<file path="config.mk">
export PLATFORM = sky130hd
export DESIGN_NAME = tx_line_scanner
export DESIGN_NICKNAME = d
export VERILOG_FILES = /design/src/rtl/tls_pkg.sv /design/src/rtl/tls_enable_reg.sv /design/src/rtl/tls_scan_ctrl.sv /design/src/rtl/tls_data_router.sv /design/src/rtl/tx_line_scanner.sv
export SDC_FILE = /design/constraint.sdc
export NUM_CORES = 1
export LEC_CHECK = 0
export BUFFER_PORTS_ARGS = -buffer_cell sky130_fd_sc_hd__buf_2
export CELL_PAD_IN_SITES_DETAIL_PLACEMENT = 1
export CELL_PAD_IN_SITES_GLOBAL_PLACEMENT = 2
export CORE_MARGIN = 10
export CORE_UTILIZATION = 16
export DETAILED_ROUTE_END_ITERATION = 16
export GPL_TIMING_DRIVEN = 0
export PLACE_DENSITY_LB_ADDON = 0.12
export SETUP_SLACK_MARGIN = 0.15
export SLEW_MARGIN = 30
export SYNTH_ARGS = -nofsm -noshare
export SYNTH_HDL_FRONTEND = slang
export SYNTH_SLANG_ARGS = --single-unit
export TNS_END_PERCENT = 10
</file>
<file path="constraint.sdc">
create_clock -name clk -period 1.4 [get_ports clk]
set_clock_uncertainty 0.05 [all_clocks]
set_input_delay 0.28 -clock clk [delete_from_list [all_inputs] [get_ports clk]]
set_output_delay 0.28 -clock clk [all_outputs]
set_load 0.005 [all_outputs]
</file>
<file path="src/rtl/tls_pkg.sv">
// Shared helpers for the transmit line scanner.
// Assumes: line indices are unsigned and count from 0 to n-1.
package tls_pkg;

    // Width of a line index for a given line count (at least 1 bit).
    function automatic int unsigned idx_width(input int unsigned n);
        return (n > 1) ? $clog2(n) : 1;
    endfunction

endpackage

</file>
<file path="src/rtl/tls_enable_reg.sv">
// Per-line transmit enable bits.
// Assumes: mclr has priority over a simultaneous write; reset is synchronous.
module tls_enable_reg #(
    parameter int unsigned NUM_LINES = 4
) (
    input  logic                 clk,
    input  logic                 rst_n,
    input  logic                 mclr,
    input  logic                 en_wr,
    input  logic [NUM_LINES-1:0] en_wdata,
    output logic [NUM_LINES-1:0] en_q
);

    // Hold the enable word; reset and master clear zero it.
    always_ff @(posedge clk) begin
        if (!rst_n || mclr) begin
            en_q <= '0;
        end else if (en_wr) begin
            en_q <= en_wdata;
        end
    end

endmodule

</file>
<file path="src/rtl/tls_scan_ctrl.sv">
// Round-robin scan pointer and ready flag.
// Examines one line per clock, halts on an enabled line with an empty buffer,
// and resumes at the next line on a data write or when the halted line is disabled.
// Assumes: inputs are synchronous to clk.
module tls_scan_ctrl #(
    parameter int unsigned NUM_LINES = 4,
    parameter int unsigned LINE_W    = 2
) (
    input  logic                 clk,
    input  logic                 rst_n,
    input  logic                 scan_en,
    input  logic [NUM_LINES-1:0] en_q,
    input  logic [NUM_LINES-1:0] tx_empty,
    input  logic                 data_wr,
    output logic                 rdy_q,
    output logic [LINE_W-1:0]    ptr_q
);

    localparam logic [LINE_W-1:0] LAST_IDX = LINE_W'(NUM_LINES - 1);

    logic [LINE_W-1:0] ptr_nxt;
    logic              cur_en;
    logic              cur_empty;

    // Next index in round-robin order, wrapping after the last line.
    always_comb begin
        ptr_nxt   = (ptr_q == LAST_IDX) ? '0 : ptr_q + 1'b1;
        cur_en    = en_q[ptr_q];
        cur_empty = tx_empty[ptr_q];
    end

    // Scan state: advance, halt on a qualifying line, or restart after service.
    always_ff @(posedge clk) begin
        if (!rst_n || !scan_en) begin
            rdy_q <= 1'b0;
            ptr_q <= '0;
        end else if (rdy_q) begin
            if (data_wr || !cur_en) begin
                rdy_q <= 1'b0;
                ptr_q <= ptr_nxt;
            end
        end else if (cur_en && cur_empty) begin
            rdy_q <= 1'b1;
        end else begin
            ptr_q <= ptr_nxt;
        end
    end

endmodule

</file>
<file path="src/rtl/tls_data_router.sv">
// Routes a host character to the serializer of the halted line.
// Assumes: a write is accepted only while the scan is halted.
module tls_data_router #(
    parameter int unsigned NUM_LINES = 4,
    parameter int unsigned LINE_W    = 2,
    parameter int unsigned DATA_W    = 8
) (
    input  logic                 rdy_q,
    input  logic [LINE_W-1:0]    ptr_q,
    input  logic                 data_wr,
    input  logic [DATA_W-1:0]    data_in,
    output logic [NUM_LINES-1:0] ln_load,
    output logic [DATA_W-1:0]    ln_data
);

    logic accept;

    // A write counts only while a line is reported.
    always_comb accept = data_wr && rdy_q;

    for (genvar i = 0; i < NUM_LINES; i++) begin : g_load
        // Strobe line i when it is the reported line.
        always_comb ln_load[i] = accept && (ptr_q == LINE_W'(i));
    end

    // Data is shared; the strobe selects the receiver.
    always_comb ln_data = data_in;

endmodule

</file>
<file path="src/rtl/tx_line_scanner.sv">
// Transmit line scanner top: enable bits, scan control, data routing, interrupt.
// Assumes: synchronous active-low reset; serializers sample ln_data on ln_load.
module tx_line_scanner #(
    parameter int unsigned NUM_LINES = 4,
    parameter int unsigned DATA_W    = 8,
    parameter int unsigned LINE_W    = tls_pkg::idx_width(NUM_LINES)
) (
    input  logic                 clk,
    input  logic                 rst_n,
    input  logic                 scan_en,
    input  logic                 mclr,
    input  logic                 en_wr,
    input  logic [NUM_LINES-1:0] en_wdata,
    input  logic                 tx_int_en,
    input  logic [NUM_LINES-1:0] tx_empty,
    input  logic                 data_wr,
    input  logic [DATA_W-1:0]    data_in,
    output logic [NUM_LINES-1:0] line_en,
    output logic                 tx_ready,
    output logic [LINE_W-1:0]    tx_line,
    output logic                 tx_irq,
    output logic [NUM_LINES-1:0] ln_load,
    output logic [DATA_W-1:0]    ln_data
);

    logic [NUM_LINES-1:0] en_q;
    logic                 rdy_q;
    logic [LINE_W-1:0]    ptr_q;

    tls_enable_reg #(.NUM_LINES(NUM_LINES)) u_en (
        .clk      (clk),
        .rst_n    (rst_n),
        .mclr     (mclr),
        .en_wr    (en_wr),
        .en_wdata (en_wdata),
        .en_q     (en_q)
    );

    tls_scan_ctrl #(.NUM_LINES(NUM_LINES), .LINE_W(LINE_W)) u_scan (
        .clk      (clk),
        .rst_n    (rst_n),
        .scan_en  (scan_en),
        .en_q     (en_q),
        .tx_empty (tx_empty),
        .data_wr  (data_wr),
        .rdy_q    (rdy_q),
        .ptr_q    (ptr_q)
    );

    tls_data_router #(.NUM_LINES(NUM_LINES), .LINE_W(LINE_W), .DATA_W(DATA_W)) u_route (
        .rdy_q   (rdy_q),
        .ptr_q   (ptr_q),
        .data_wr (data_wr),
        .data_in (data_in),
        .ln_load (ln_load),
        .ln_data (ln_data)
    );

    // Drive the status outputs and the interrupt request.
    always_comb begin
        line_en  = en_q;
        tx_ready = rdy_q;
        tx_line  = ptr_q;
        tx_irq   = rdy_q && tx_int_en;
    end

endmodule

</file>
==> impl_metrics.ini <==
[timing]
min_period_ns = 1.50
setup_slack_ns = -0.103
finalHoldViolCount = 0
grt_setup_unrepaired = true
maxSlewHeadroom_pct = 73.5
finalMaxSlewViolations = 0
fmax_mhz = 665
period_share_pct = 107
finalSetupViolCount = 7
tightest_slew_ns = 0.397
whs_ns = 0.224

[clock_tree]
clockBufferDepth = 2
clock_latency_ns = 0.24
htreeDepth = 1
path_clk_slew_ns = 0.05
clock_sinks = 7
cts_tree = built
cts_buffers = 3
ctsRootBufferMaster = clkbuf_4
postCtsHoldBufs = 0

[global_routing]
grt_pass1_wl_um = 2570
antenna_found_initial = 0
overflow = 0
grt.total_usage_pct = 5.90
grt_pass1_vias = 604
grt_max_degree = 11

[route]
wirelength_um = 1700
routedWlPerCell_um = 13.7
ant_nets = 0
drt-pass1-iter-count = 2
drtIter0Drc = 11
drc = 0
viasPerCell = 4.19
via_count = 520

[die]
start_util_pct = 17.2
die_y_um = 75.2
core_area_mm2 = 0.00283
placement_rows = 19
ioPinCount = 43
fp.dieArea_mm2 = 0.00565
die_w_um = 75.2

[critical_path]
cp-end-kind = flip-flop
critPathMostFrequentCell = mux2i_1
crit_required_ns = 1.48
worst_setup_path_start_kind = flip-flop
arrival_ns = 1.58
cp_max_fo = 6
crit_chain = buf_6 > mux2i_1 > a211o_1 > a221o_1 > mux2i_1
critPathKind = reg -> reg
max_stage_delay_ns = 0.41
slowest_stage = a221o_1

[min_path]
hold_class = in -> reg

[synth]
ys.warnings.count = 0
ys_ff_latch = 7
avgSynthCellArea_um2 = 9.01
synthCells = 54
syn-num-nets = 81
syn-cell-area_um2 = 487
yosys.cell_types.count = 17
seq_area_frac_synth_pct = 28.8

[power_and_ir_drop]
total_power_w = 0.000511
ir_drop_v = 0.000210
p_leak_nw = 0.415
powerDensity_mw_per_mm2 = 657

[cells_and_area]
area_growth_pct = 59.6
antennaDiodeCount = 0
nets = 121
final_util_pct = 27.5
drive_gt1_share_pct = 60.2

[place]
place_hpwl_um = 1440
port_buffers = 33
globalplace.congestion = 0.690

[run]
cap_violations = 0

[run_status]
outcome = complete, but fails checks
violations = setup timing
cell usage after synthesis:
master / n / area, µm²
nand3_1: 3 / 15.0
inv_1: 2 / 7.51
nor2_1: 6 / 22.5
clkbuf_1: 1 / 3.75
mux2i_1: 9 / 90.1
and2_1: 1 / 6.26
a211o_1: 2 / 17.5
dfxtp_1: 7 / 140
nand2_1: 1 / 3.75
nand2b_1: 1 / 6.26
a221o_1: 1 / 10.0
ha_1: 4 / 50.1
or3_1: 1 / 6.26
nor2b_1: 1 / 6.26
a2111oi_0: 1 / 8.76
and3_1: 4 / 25.0
buf_4: 9 / 67.6
registers in the layout, indices dropped and copies added (netlist names):
name and flops:
u_scan.rdy_q 1, u_scan.ptr_q 2, u_en.en_q 4
metal layers:
metal  global-route usage [%]  wire length, µm  part of all wire, %  up-vias
met4                     4.33               27                  1.6        0
met1                     5.66              671                   40      235
met2                     10.2              799                   47       27
met5                        0                0                    0        -
li1                         -                -                    -      256
met3                     2.23              198                   12        2
where the power goes:
group,leakage [nW],internal (W),switching (W)
Combinational,0.341,0.0000697,0.0000504
Sequential,0.0590,0.000204,0.00000772
Clock,0.0150,0.000108,0.0000698
critical path: cells and delay by family, from the launching register on:
kind / cells / cell delay, ns
compound gates: 2 / 0.64
buf+inv: 1 / 0.13
flops: 1 / 0.32
mux: 2 / 0.26
metrics by stage:
| stage | instances | area (µm²) | TNS [ns] | setup slack, ns |
|---|---|---|---|---|
| after floorplan | 54 | 492 | -0.112 | -0.0573 |
| after global placement | 118 | 696 | -0.423 | -0.177 |
| after detailed placement | 118 | 696 | -0.340 | -0.146 |
| after CTS | 124 | 761 | -0.672 | -0.120 |
| after global routing | 124 | 777 | -0.961 | -0.161 |
| final | 124 | 777 | -0.569 | -0.103 |
final timing paths:
path,from,endpoint,slack (ns),depth (start not counted)
min reg2reg,u_en.en_q[3],u_en.en_q[3],0.47,2
max,u_scan.ptr_q[0],u_scan.ptr_q[0],-0.10,5
max reg2reg,u_scan.ptr_q[0],u_scan.ptr_q[0],-0.10,5
min,en_wdata[2],u_en.en_q[2],0.22,3
layout make-up:
class | count | area, µm²
multi-input combinational | 35 | 289
clock buffer | 4 | 26.3
buffer | 10 | 75.1
sequential | 7 | 149
tap | 31 | 38.8
timing repair buffer | 35 | 186
fill | 371 | 2050
inverter | 2 | 12.5
cell usage in the layout, fill, tap and decap left out, drive strengths merged:
cell type / instances
nor2: 6
and3: 4
nand3: 3
a221o: 1
nand2b: 1
inv: 2
a211o: 2
or3: 1
clkbuf: 5
a2111oi: 1
dfxtp: 7
and2: 1
mux2i: 9
ha: 4
nand2: 1
buf: 44
nor2b: 1
repair_timing:
action	4_1_cts	5_1_grt
pin swaps	2	2
resized for setup	9	6
setup buffers	2	0
setup endpoints to repair	9	9
logic make-up after synthesis:
logic type      Yosys count  synth area share (%)
flops                     7                  28.8
mux                       9                  18.5
fa+ha+maj                 4                  10.3
simple gates             18                  18.8
compound gates            4                  7.46
buf+inv                  12                  16.2
Power figures use the tool's default switching activity.
